<file path="src/rtl/cmdp_pkg.sv">
package cmdp_pkg;

  localparam int CNT_W = 11;
  localparam int REG_W = 16;
  localparam logic [31:0] RET_WORD = 32'h0002_0000;

  typedef enum logic [2:0] {K_METHOD, K_JUMP, K_CALL, K_RET, K_BAD} hdr_kind_e;
  typedef enum logic [1:0] {ST_BUSY = 2'd0, ST_EMPTY = 2'd1, ST_NOP = 2'd2, ST_ERROR = 2'd3} pstat_e;
  typedef enum logic [1:0] {S_FETCH, S_WAIT, S_EMIT, S_ERR} fsm_e;

  function automatic hdr_kind_e classify(input logic [31:0] w);
    if (w[1:0] == 2'b10) return K_CALL;
    if (w[31:29] == 3'b001 && w[1:0] == 2'b00) return K_JUMP;
    if (w == RET_WORD) return K_RET;
    if (w[31] | w[29] | w[17] | w[16] | w[1] | w[0]) return K_BAD;
    return K_METHOD;
  endfunction

  function automatic logic [CNT_W-1:0] hdr_count(input logic [31:0] w);
    return w[28:18];
  endfunction

  function automatic logic [REG_W-1:0] hdr_reg(input logic [31:0] w);
    return {w[15:2], 2'b00};
  endfunction

  function automatic logic [31:0] flow_target(input logic [31:0] w);
    if (w[1:0] == 2'b10) return {w[31:2], 2'b00};
    return {3'b000, w[28:2], 2'b00};
  endfunction

  function automatic logic [REG_W-1:0] next_reg(input logic [REG_W-1:0] r, input logic inc);
    return inc ? r + REG_W'(4) : r;
  endfunction

endpackage

</file>
<file path="src/rtl/cmdp_decode.sv">
module cmdp_decode
  import cmdp_pkg::*;
#(
  parameter int ADDR_W = 16
) (
  input  logic [31:0]       word,
  output hdr_kind_e         kind,
  output logic [CNT_W-1:0]  cnt,
  output logic [REG_W-1:0]  reg_a,
  output logic              ninc,
  output logic [ADDR_W-1:0] tgt
);
  logic [31:0] tgt_full;

  always_comb begin
    kind     = classify(word);
    cnt      = hdr_count(word);
    reg_a    = hdr_reg(word);
    ninc     = word[30];
    tgt_full = flow_target(word);
    tgt      = tgt_full[ADDR_W-1:0];
  end
endmodule

</file>
<file path="src/rtl/cmdp_burst.sv">
module cmdp_burst
  import cmdp_pkg::*;
(
  input  logic             clk,
  input  logic             rst_n,
  input  logic             load,
  input  logic [CNT_W-1:0] load_cnt,
  input  logic [REG_W-1:0] load_reg,
  input  logic             load_inc,
  input  logic             step,
  input  logic             clear,
  output logic [CNT_W-1:0] rem,
  output logic [REG_W-1:0] cur_reg,
  output logic             inc,
  output logic             active,
  output logic             last
);
  always_ff @(posedge clk or negedge rst_n) begin
    if (!rst_n) begin
      rem     <= '0;
      cur_reg <= '0;
      inc     <= 1'b1;
    end else if (clear) begin
      rem <= '0;
    end else if (load) begin
      rem     <= load_cnt;
      cur_reg <= load_reg;
      inc     <= load_inc;
    end else if (step && rem != '0) begin
      rem     <= rem - CNT_W'(1);
      cur_reg <= next_reg(cur_reg, inc);
    end
  end

  assign active = (rem != '0);
  assign last   = (rem == CNT_W'(1));
endmodule

</file>
<file path="src/rtl/cmdp_retslot.sv">
module cmdp_retslot #(
  parameter int ADDR_W = 16
) (
  input  logic              clk,
  input  logic              rst_n,
  input  logic              push,
  input  logic [ADDR_W-1:0] push_addr,
  input  logic              pop,
  input  logic              clear,
  output logic              valid,
  output logic [ADDR_W-1:0] addr
);
  always_ff @(posedge clk or negedge rst_n) begin
    if (!rst_n) begin
      valid <= 1'b0;
      addr  <= '0;
    end else if (clear || pop) begin
      valid <= 1'b0;
    end else if (push) begin
      valid <= 1'b1;
      addr  <= push_addr;
    end
  end
endmodule

</file>
<file path="src/rtl/cmdstream_parser.sv">
module cmdstream_parser
  import cmdp_pkg::*;
#(
  parameter int ADDR_W = 16
) (
  input  logic              clk,
  input  logic              rst_n,
  input  logic [ADDR_W-1:0] put_ptr,
  input  logic              recover,
  input  logic [ADDR_W-1:0] recover_get,
  output logic              mem_req_valid,
  input  logic              mem_req_ready,
  output logic [ADDR_W-1:0] mem_req_addr,
  input  logic              mem_rsp_valid,
  input  logic [31:0]       mem_rsp_data,
  output logic              out_valid,
  input  logic              out_ready,
  output logic [REG_W-1:0]  out_reg,
  output logic [31:0]       out_data,
  output logic [1:0]        status,
  output logic              spinning,
  output logic              sync_req,
  output logic [ADDR_W-1:0] get_pub
);
  localparam logic [ADDR_W-1:0] WSTEP = ADDR_W'(4);
  localparam logic [ADDR_W-1:0] ALIGN = ~ADDR_W'(3);

  fsm_e              state_q;
  logic [ADDR_W-1:0] get_q, pub_q;
  logic              spin_q, sync_q, nop_q;
  logic [REG_W-1:0]  oreg_q;
  logic [31:0]       odata_q;

  // decoded fields of the word being returned
  hdr_kind_e         kind;
  logic [CNT_W-1:0]  cnt;
  logic [REG_W-1:0]  reg_a;
  logic              ninc;
  logic [ADDR_W-1:0] tgt;

  // burst tracker and return slot
  logic [CNT_W-1:0]  b_rem;
  logic [REG_W-1:0]  cur_reg;
  logic              b_inc, b_active, b_last;
  logic              ret_valid;
  logic [ADDR_W-1:0] ret_addr;

  // named events
  logic ring_empty, word_take, hdr_take;
  logic ev_load, ev_nop, ev_self, ev_call, ev_ret, out_fire, do_recover;
  logic [ADDR_W-1:0] get_next;

  cmdp_decode #(.ADDR_W(ADDR_W)) dec_i (
    .word(mem_rsp_data), .kind(kind), .cnt(cnt), .reg_a(reg_a), .ninc(ninc), .tgt(tgt)
  );

  assign ring_empty = (get_q == (put_ptr & ALIGN));
  assign word_take  = (state_q == S_WAIT) && mem_rsp_valid;
  assign hdr_take   = word_take && !b_active;
  assign ev_load    = hdr_take && kind == K_METHOD && cnt != '0;
  assign ev_nop     = hdr_take && kind == K_METHOD && cnt == '0;
  assign ev_self    = hdr_take && kind == K_JUMP && tgt == get_q;
  assign ev_call    = hdr_take && kind == K_CALL;
  assign ev_ret     = hdr_take && kind == K_RET;
  assign out_fire   = (state_q == S_EMIT) && out_ready;
  assign do_recover = (state_q == S_ERR) && recover;
  assign get_next   = get_q + WSTEP;

  cmdp_burst burst_i (
    .clk(clk), .rst_n(rst_n), .load(ev_load), .load_cnt(cnt), .load_reg(reg_a),
    .load_inc(!ninc), .step(out_fire), .clear(do_recover),
    .rem(b_rem), .cur_reg(cur_reg), .inc(b_inc), .active(b_active), .last(b_last)
  );

  cmdp_retslot #(.ADDR_W(ADDR_W)) slot_i (
    .clk(clk), .rst_n(rst_n), .push(ev_call && !ret_valid), .push_addr(get_next),
    .pop(ev_ret && ret_valid), .clear(do_recover), .valid(ret_valid), .addr(ret_addr)
  );

  always_ff @(posedge clk or negedge rst_n) begin
    if (!rst_n) begin
      state_q <= S_FETCH;
      get_q   <= '0;
      pub_q   <= '0;
      spin_q  <= 1'b0;
      sync_q  <= 1'b0;
      nop_q   <= 1'b0;
      oreg_q  <= '0;
      odata_q <= '0;
    end else begin
      sync_q <= 1'b0;
      nop_q  <= 1'b0;
      unique case (state_q)
        S_FETCH: begin
          if (ring_empty) pub_q <= get_q;
          else if (mem_req_ready) state_q <= S_WAIT;
        end
        S_WAIT: begin
          if (mem_rsp_valid) begin
            if (b_active) begin
              oreg_q  <= cur_reg;
              odata_q <= mem_rsp_data;
              state_q <= S_EMIT;
            end else begin
              spin_q  <= ev_self;
              state_q <= S_FETCH;
              unique case (kind)
                K_METHOD: begin
                  get_q <= get_next;
                  if (cnt == '0) begin
                    nop_q <= 1'b1;
                    pub_q <= get_next;
                  end
                end
                K_JUMP: begin
                  get_q <= tgt;
                  pub_q <= tgt;
                  if (ev_self) sync_q <= !spin_q;
                end
                K_CALL: begin
                  if (ret_valid) state_q <= S_ERR;
                  else begin
                    get_q <= tgt;
                    pub_q <= tgt;
                  end
                end
                K_RET: begin
                  if (!ret_valid) state_q <= S_ERR;
                  else begin
                    get_q <= ret_addr;
                    pub_q <= ret_addr;
                  end
                end
                default: state_q <= S_ERR;
              endcase
            end
          end
        end
        S_EMIT: begin
          if (out_ready) begin
            get_q   <= get_next;
            state_q <= S_FETCH;
            if (b_last) pub_q <= get_next;
          end
        end
        S_ERR: begin
          if (recover) begin
            get_q   <= recover_get & ALIGN;
            spin_q  <= 1'b0;
            state_q <= S_FETCH;
          end
        end
        default: state_q <= S_FETCH;
      endcase
    end
  end

  always_comb begin
    if (state_q == S_ERR)                         status = ST_ERROR;
    else if (nop_q)                               status = ST_NOP;
    else if (state_q == S_FETCH && ring_empty)    status = ST_EMPTY;
    else                                          status = ST_BUSY;
  end

  assign mem_req_valid = (state_q == S_FETCH) && !ring_empty;
  assign mem_req_addr  = get_q;
  assign out_valid     = (state_q == S_EMIT);
  assign out_reg       = oreg_q;
  assign out_data      = odata_q;
  assign spinning      = spin_q;
  assign sync_req      = sync_q;
  assign get_pub       = pub_q;
endmodule

</file>
<file path="config.mk">
export PLATFORM = sky130hd
export DESIGN_NAME = cmdstream_parser
export DESIGN_NICKNAME = d
export VERILOG_FILES = /design/src/rtl/cmdp_pkg.sv /design/src/rtl/cmdp_decode.sv /design/src/rtl/cmdp_burst.sv /design/src/rtl/cmdp_retslot.sv /design/src/rtl/cmdstream_parser.sv
export SDC_FILE = /design/constraint.sdc
export NUM_CORES = 1
export LEC_CHECK = 0
export ABC_AREA = 1
export BUFFER_PORTS_ARGS = -buffer_cell sky130_fd_sc_hd__buf_2
export CAP_MARGIN = 10
export CELL_PAD_IN_SITES_DETAIL_PLACEMENT = 1
export CELL_PAD_IN_SITES_GLOBAL_PLACEMENT = 1
export CORE_MARGIN = 3
export CORE_UTILIZATION = 43
export DETAILED_ROUTE_END_ITERATION = 6
export PLACE_DENSITY_LB_ADDON = 0.15
export SETUP_SLACK_MARGIN = 0.5
export SLEW_MARGIN = 20
export SYNTH_ARGS = -nofsm -noshare
export SYNTH_HDL_FRONTEND = slang
export SYNTH_SLANG_ARGS = --single-unit
</file>
<file path="constraint.sdc">
create_clock -name clk -period 6 [get_ports clk]
set_input_delay 1.2 -clock clk [delete_from_list [all_inputs] [get_ports clk]]
set_output_delay 1.2 -clock clk [all_outputs]
set_load 0.02 [all_outputs]
</file>
[Word-level counts from Yosys, hierarchy flattened]
Index checks and enable logic that the tools add are counted.
Storage, ports and cells
  bits in read-only memories: 0
  bits in writable memories: 0
  bits of input ports: 70
  memories kept: 0
  bits in latches: 0
  logic and storage cells: 162
  output and inout bits: 86
  register bits after elaboration: 130
Cells by class
  shift operators: 0
  $add $sub $neg: 3
  bitwise operators: 7
  divide/modulo/power cells: 0
  mux-type cells: 71
  eq/ne operators: 24
  reduce and logical (&&, ||, !) cells: 44
  magnitude comparators: 0
  $mul: 0
Operators by type and width (count)
  16-bit 2-to-1 mux: 17
  16-bit one-hot mux with 4 select lines: 2
  16-bit one-hot mux with 3 select lines: 2
  11-bit 2-to-1 mux: 3
  16-bit by 3-bit adder with 16-bit output, second input constant: 2
  16-bit == test: 2
  32-bit by 18-bit == test with 1-bit output, second input constant: 1
  1-bit 2-to-1 mux: 26
  3-bit 2-to-1 mux: 8
  11-bit nonzero test: 2
  2-bit 2-to-1 mux: 10
  1-bit logical AND: 16
  2-bit != test, second input constant: 6
  11-bit by 1-bit == test with 1-bit output, second input constant: 1
  11-bit zero test: 1
  11-bit by 1-bit subtractor with 11-bit output, second input constant: 1
  10-bit AND reduction: 1
  3-bit nonzero test: 3
  2-bit one-hot mux with 4 select lines: 1
  8-bit AND reduction: 1
  2-bit nonzero test: 4
  2-bit == test, second input constant: 3
  3-bit by 1-bit == test with 1-bit output, second input constant: 2
  3-bit by 2-bit == test with 1-bit output, second input constant: 2
  other kinds (18): 32

[Longest topological paths before layout]
Gate-level depths: netlist of run 1.
  depth after elaboration: 21
  mapped depth: 15
  depth with buffers taken out: 14

[Hierarchy]
Synthesis of run 1 repeated with hierarchy kept, for this count alone.
Second synthesis, totals
  cells, all modules: 1168
  area, all modules: 8519.4 um^2
Modules (own cells, without submodules)
  cmdstream_parser: cells each 690, area each 5231.3 um^2, times used 1
  cmdp_burst: cells each 294, area each 2003.2 um^2, times used 1
  cmdp_retslot: cells each 73, area each 686.9 um^2, times used 1
  cmdp_decode: cells each 111, area each 598.1 um^2, times used 1

[Worst setup path after synthesis of run 1]
Ideal clock, no wire load.
  kind: input to output
  from: input put_ptr[11]
  to: output status[0]
  stages on the path: 8
  data required time: 4.800 ns
  slack: 2.635 ns
  path buffers: 0
  data arrival time: 2.165 ns
  cell sequence: inv_1 > nand2_1 > o21ai_0 > nor2_1 > nand2_1 > nor2_1 > nand3_1 > o21ai_0
Between the ends
  cells in the longest elaborated chain, start to end: 5
Ends and longest elaborated chain
  from (decl): line cmdstream_parser.sv:8  | input logic [ADDR_W-1:0] put_ptr,
  16-bit == test: line cmdstream_parser.sv:57  | assign ring_empty = (get_q == (put_ptr & ALIGN));
  1-bit logical AND: line cmdstream_parser.sv:161  | else if (state_q == S_FETCH && ring_empty) status = ST_EMPTY;
  1-bit 2-to-1 mux: line cmdstream_parser.sv:161
  2-bit 2-to-1 mux: line cmdstream_parser.sv:160  | else if (nop_q) status = ST_NOP;
  2-bit 2-to-1 mux: line cmdstream_parser.sv:159  | if (state_q == S_ERR) status = ST_ERROR;
  to (decl): line cmdstream_parser.sv:20  | output logic [1:0] status,
Every way passes these cells.

[Worst setup path after layout of run 1]
  from: input put_ptr[12]
  to: output status[0]
The elaborated chain is that of the path after synthesis.

==> results.cfg, run 1 <==
[sta]
period_share = 0.617
tightest_slew_ns = 1.05
maxSlewViolCount = 0
slew_headroom = 0.295
fin_crit_ns = 3.70
rsz0062_at_grt = false
max_clock_freq_ghz = 0.270
tns_ns = 0
hold_violations = 0
hold_ws_ns = 0.478
setup-violations-final = 0
clock_skew_ns = 0.0110

[global_routing]
grtUsageTotal = 0.276
grt_pass1_vias = 8115
grt.overflow.total = 0
use_met3 = 0.0401
antenna_found_initial = 2
grt_pass1_wl_um = 43600
busiest_layer = met2
grt_max_degree = 66
grtUsageMet1 = 0.380
met2_usage = 0.449

[cells_and_area]
largest_register_ffs = 32
areaGrowthSynthToFinish_pct = 17.1
multi_input_area_um2 = 4000
instances_no_fill = 1495
regArea_um2 = 3150
fill_cells = 2402
final_cell_mix = nand2_1 (408), buf_2 (148), dfrtp_1 (125), inv_1 (109), nor2_1 (107)
drive_gt1_frac = 0.188
final_common_cell = nand2_1
num-nets-final = 1335

[pwr]
pwr_density_cell_nw_per_um2 = 523
total_power_mw = 4.83
leakagePower_nw = 4.97
vdd_ir_drop_max_uv = 237

[detailed_routing]
vias_per_cell = 5.29
via_count = 7912
remaining_drc_errors = 0
dr.pass1.iters = 5
ant_nets = 0
wl_um = 27300
post_drt_wl_per_cell_um = 18.3
drt-initial-drc-count = 446

[synth]
syn-mean-instance-area_um2 = 6.97
synth_ff_type = dfrtp_1
synth_seq_cells = 126
yosysUniqueCellTypes = 44
synth-edff-count = 0
syn_area_um2 = 7880
ys_async_sr_fraction = 1.00
yosys-top-cells-area = dfrtp_1 (40%), nand2_1 (19%), o21ai_0 (5.7%)
synth_top_cell_area_share = 0.397
syn_inst = 1130
synth_seq_area_share = 0.400
yosysTopAreaCell = dfrtp_1
yosys_warnings = 0

[clock_network]
h-tree-depth = 4
cts_resized = 0
cts_setup_buffers = 0
root_buffer = clkbuf_16
tritoncts = done
clk_latency_ns = 0.43
clock-sinks = 126
cts_inserted_buffers = 17
cts_buffer_depth = 2
path_clk_slew_ns = 0.06
cts_hold_buf = 0

[setup_path]
crit_slowest_cell = nor2_1
cp-end-kind = output pin
path_cells = buf_2, xnor2_1, nand3_1, nor2_1, nand3_1, o21ai_0, buf_2
critical_path_class = in -> out
crit_arrival_ns = 2.50
required_ns = 4.80
cp_slowest_stage_delay_ns = 0.32
crit_fanout = 2
startpoint_type = input pin

[placement]
gp_congestion = 0.868
port_buffers = 149
dpl.cell_count = 1461
dp_hpwl_um = 20200

[floorplanning]
die_x_um = 141
die_height_um = 141
core_um2 = 17600
initial_utilization = 0.448
placementRows = 48
io_pins = 156
die_area_um2 = 20000

[run_status]
status = complete, no violations

[run]
cap_violations = 0

[hold_path]
worstHoldPathType = reg -> reg
## synthesized netlist by cell type (2+ instances only)
library cell and number:
dfrtp_1 125, nand2_1 409, nor2_8 2, o21ai_0 90, nor2_1 107, nand3_4 2
o2111ai_1 2, clkbuf_1 17, nor2_4 6, buf_4 7, xnor2_1 11, ha_1 10
nor3_1 14, nand2_2 6, inv_2 11, nand3_1 32, o21ai_1 44, inv_4 2
nand4_1 15, mux2_2 9, buf_6 3, o211ai_1 5, a21oi_1 23, xor2_1 26
inv_1 109, buf_2 20, nor2_2 6
## layer usage
layer | share of wire | routed length (µm)
met1 | 0.46 | 12500
met2 | 0.47 | 12800
met3 | 0.046 | 1270
met4 | 0.025 | 692
met5 | 0.00048 | 13
## report_power, final
part | switching [mW] | internal (mW)
combinational | 1.66 | 0.751
clock | 0.438 | 0.533
sequential | 0.304 | 1.14
total | 2.40 | 2.43
## logic make-up after synthesis
| kind of cell | share of synthesized area |
|---|---|
| simple gates | 0.324 |
| buf+inv | 0.0933 |
| compound gates | 0.113 |
| flops | 0.400 |
| xor+xnor | 0.0411 |
| fa+ha+maj | 0.0159 |
| mux | 0.0129 |
| other cells | 0.000476 |
## stage by stage
stage          worst slack [ns]   util  cell area, µm²
2_1_floorplan              2.64      -            7890
3_3_place_gp               2.38  0.494            8690
3_5_place_dp               2.37  0.494            8690
4_1_cts                    2.36  0.524            9220
5_1_grt                    2.26  0.524            9230
6_report                   2.30  0.524            9230
## worst max-delay path, delay by kind of cell
| family | cells | cell delay (ns) |
|---|---|---|
| AO/OA/AOI/OAI | 1 | 0.22 |
| AND/OR/NAND/NOR | 3 | 0.64 |
| XOR/XNOR | 1 | 0.14 |
| buffers and inverters | 2 | 0.30 |
## final cells by class
class / instances / area share
Antenna cell: 2 / 0.000542
Clock buffer: 17 / 0.0461
Clock inverter: 15 / 0.0122
Inverter: 123 / 0.0506
Multi-Input combinational cell: 833 / 0.433
Sequential cell: 126 / 0.342
Tap cell: 225 / 0.0305
Timing Repair Buffer: 154 / 0.0851
## worst paths after layout
check	startpoint	endpoint	slack (ns)	cells past startpoint
setup reg to reg	state_q[0]$_DFFE_PN0P_	get_pub[15]$_DFFE_PN0P_	2.84	12
setup / recovery	put_ptr[12]	status[0]	2.30	7
min in group asynchronous	rst_n	burst_i.cur_reg[11]$_DFFE_PN0P_	0.55	1
hold reg to reg	out_data[27]$_DFFE_PN0P_	out_data[27]$_DFFE_PN0P_	0.48	2
max in group asynchronous	rst_n	slot_i.addr[4]$_DFFE_PN0P_	4.37	2
hold / removal	out_data[27]$_DFFE_PN0P_	out_data[27]$_DFFE_PN0P_	0.48	2
No activity file was read; power rests on OpenSTA's default activity.
==> run 2: changes to the inputs <==
--- a/config.mk
+++ b/config.mk
@@ -11,7 +11,7 @@
 export CELL_PAD_IN_SITES_DETAIL_PLACEMENT = 1
 export CELL_PAD_IN_SITES_GLOBAL_PLACEMENT = 1
 export CORE_MARGIN = 3
-export CORE_UTILIZATION = 43
+export CORE_UTILIZATION = 36
 export DETAILED_ROUTE_END_ITERATION = 6
 export PLACE_DENSITY_LB_ADDON = 0.15
 export SETUP_SLACK_MARGIN = 0.5
==> constraint.sdc (replaced) <==
create_clock -name clk -period 3.2 [get_ports clk]
set_input_delay 0.64 -clock clk [delete_from_list [all_inputs] [get_ports clk]]
set_output_delay 0.64 -clock clk [all_outputs]
set_load 0.02 [all_outputs]
==> run 2 against run 1 <==
Net effect:
- clock power increased by 120%
- die area increased by 19%
- first-iteration DRC count increased by 11%
- global-route usage decreased by 3.3 points
- register-to-register slack got worse by 2.0 ns
- largest cell class unchanged
- via count decreased by 1.6%
- highest routed layer is now met4
- largest power group unchanged
==> results.cfg, run 2 (synthesis gave the netlist of run 1 again) <==
[sta]
period_share = 0.817
clock_skew_ns = 0.00797
hold_violations = 0
maxSlewViolCount = 0
tns_ns = 0
rsz0062_at_grt = false
tightest_slew_ns = 0.798
setup_ws_ns = 0.585
hold_ws_ns = 0.326
max_clock_freq_ghz = 0.382
setup-violations-final = 0
slew_headroom = 0.468
fin_crit_ns = 2.62

[cells_and_area]
areaGrowthSynthToFinish_pct = 21.5
drive_gt1_frac = 0.207
final_common_cell = nand2_1
fill_cells = 2784
final_util = 0.450
final_area_um2 = 9570
largest_register_ffs = 32
final_cell_mix = nand2_1 (408), buf_2 (147), dfrtp_1 (117), inv_1 (108), nor2_1 (103)
num-nets-final = 1354

[global_routing]
antenna_found_initial = 1
grt_max_degree = 127
grtUsageTotal = 0.243
grt.overflow.total = 0
grt_pass1_wl_um = 45400
grt_pass1_vias = 8188

[floorplanning]
io_pins = 156
core_um2 = 21300
die_x_um = 154
die_area_um2 = 23700
placementRows = 53
die_height_um = 154
initial_utilization = 0.370

[detailed_routing]
ant_nets = 0
wl_um = 28300
dr.pass1.iters = 5
drt-initial-drc-count = 494
vias_per_cell = 4.99
via_count = 7782
remaining_drc_errors = 0
post_drt_wl_per_cell_um = 18.1

[setup_path]
critical_path_class = reg -> out
startpoint_type = flip-flop
cp-end-kind = output pin
crit_fanout = 6
required_ns = 2.56
crit_arrival_ns = 1.98

[pwr]
pwr-share-comb = 0.497
p_seq_frac = 0.275
power.switching_mw = 4.46
internal_power_mw = 5.11
vdd_ir_drop_max_uv = 452
leakagePower_nw = 5.11
switching_share = 0.466
pwr_density_cell_nw_per_um2 = 1000
clkPwrFrac = 0.228

[clock_network]
cts_inserted_buffers = 17
root_buffer = clkbuf_16
h-tree-depth = 4
tritoncts = done
cts_buffer_depth = 2
path_clk_slew_ns = 0.06
clk_latency_ns = 0.43
clock-sinks = 126
cts_hold_buf = 0

[hold_path]
worstHoldPathType = in -> async

[placement]
place_area_um2 = 8850
dp_hpwl_um = 21200
gp_congestion = 0.868
port_buffers = 149
pre_cts_slack_ns = 0.603

[run_status]
status = complete, no violations

[run]
cap_violations = 0
## run 2: worst max-delay path, stage by stage, from the launching register on
cell and delay [ns]:
dfrtp_2 0.48, xor2_1 0.18, nor2_1 0.13, nand2_1 0.13, nor2_1 0.16, nand3_1 0.14, o21ai_1 0.16, buf_4 0.16
## run 2: power groups by stage
stage	logic [mW]	registers, mW	clock network, mW
after detailed placement	4.68	2.66	0
after floorplan	2.88	2.94	0
after global placement	4.59	2.64	0
after global routing	5.35	2.71	2.29
final	4.76	2.64	2.18
after CTS	4.72	2.64	2.20
## run 2: cell type report
| class | count | area [µm²] | area share |
|---|---|---|---|
| clock inverter | 7 | 160 | 0.0167 |
| clock buffer | 22 | 474 | 0.0495 |
| sequential | 126 | 3160 | 0.331 |
| timing repair buffer | 173 | 943 | 0.0985 |
| inverter | 123 | 467 | 0.0488 |
| antenna | 1 | 2.50 | 0.000261 |
| multi-input combinational | 833 | 4020 | 0.420 |
| tap | 275 | 344 | 0.0359 |
## run 2: timing repair
item / 4_1_cts / 5_1_grt
gates resized for setup: 9 / 7
setup buffers: 0 / 7
gates cloned: 0 / 0
setup endpoints to repair: 2 / 1
## run 2: final timing paths
kind / startpoint / end / slack (ns) / depth (start not counted)
min in group clk: get_pub[8]$_DFFE_PN0P_ / get_pub[8]$_DFFE_PN0P_ / 0.47 / 2
hold / removal: rst_n / out_reg[9]$_DFFE_PN0P_ / 0.33 / 2
setup reg to reg: state_q[1]$_DFFE_PN0P_ / get_pub[4]$_DFFE_PN0P_ / 0.82 / 14
setup / recovery: mem_req_addr[14]$_DFFE_PN0P_ / status[0] / 0.58 / 7
max in group asynchronous: rst_n / mem_req_addr[3]$_DFFE_PN0P_ / 2.27 / 2
hold reg to reg: get_pub[8]$_DFFE_PN0P_ / get_pub[8]$_DFFE_PN0P_ / 0.47 / 2
## run 2: routing by layer
layer | GRT usage | vias up | share of wire
met5 | 0 | - | 0
met3 | 0.0453 | 21 | 0.045
met2 | 0.386 | 171 | 0.46
met1 | 0.345 | 3770 | 0.48
met4 | 0.0547 | 0 | 0.011
li1 | - | 3820 | -
## run 2: per-stage QoR
stage | power [mW] | std cells
floorplan | 5.83 | 1131
global placement | 7.23 | 1523
detailed placement | 7.34 | 1523
CTS | 9.57 | 1552
global route | 10.3 | 1560
finish | 9.57 | 1560
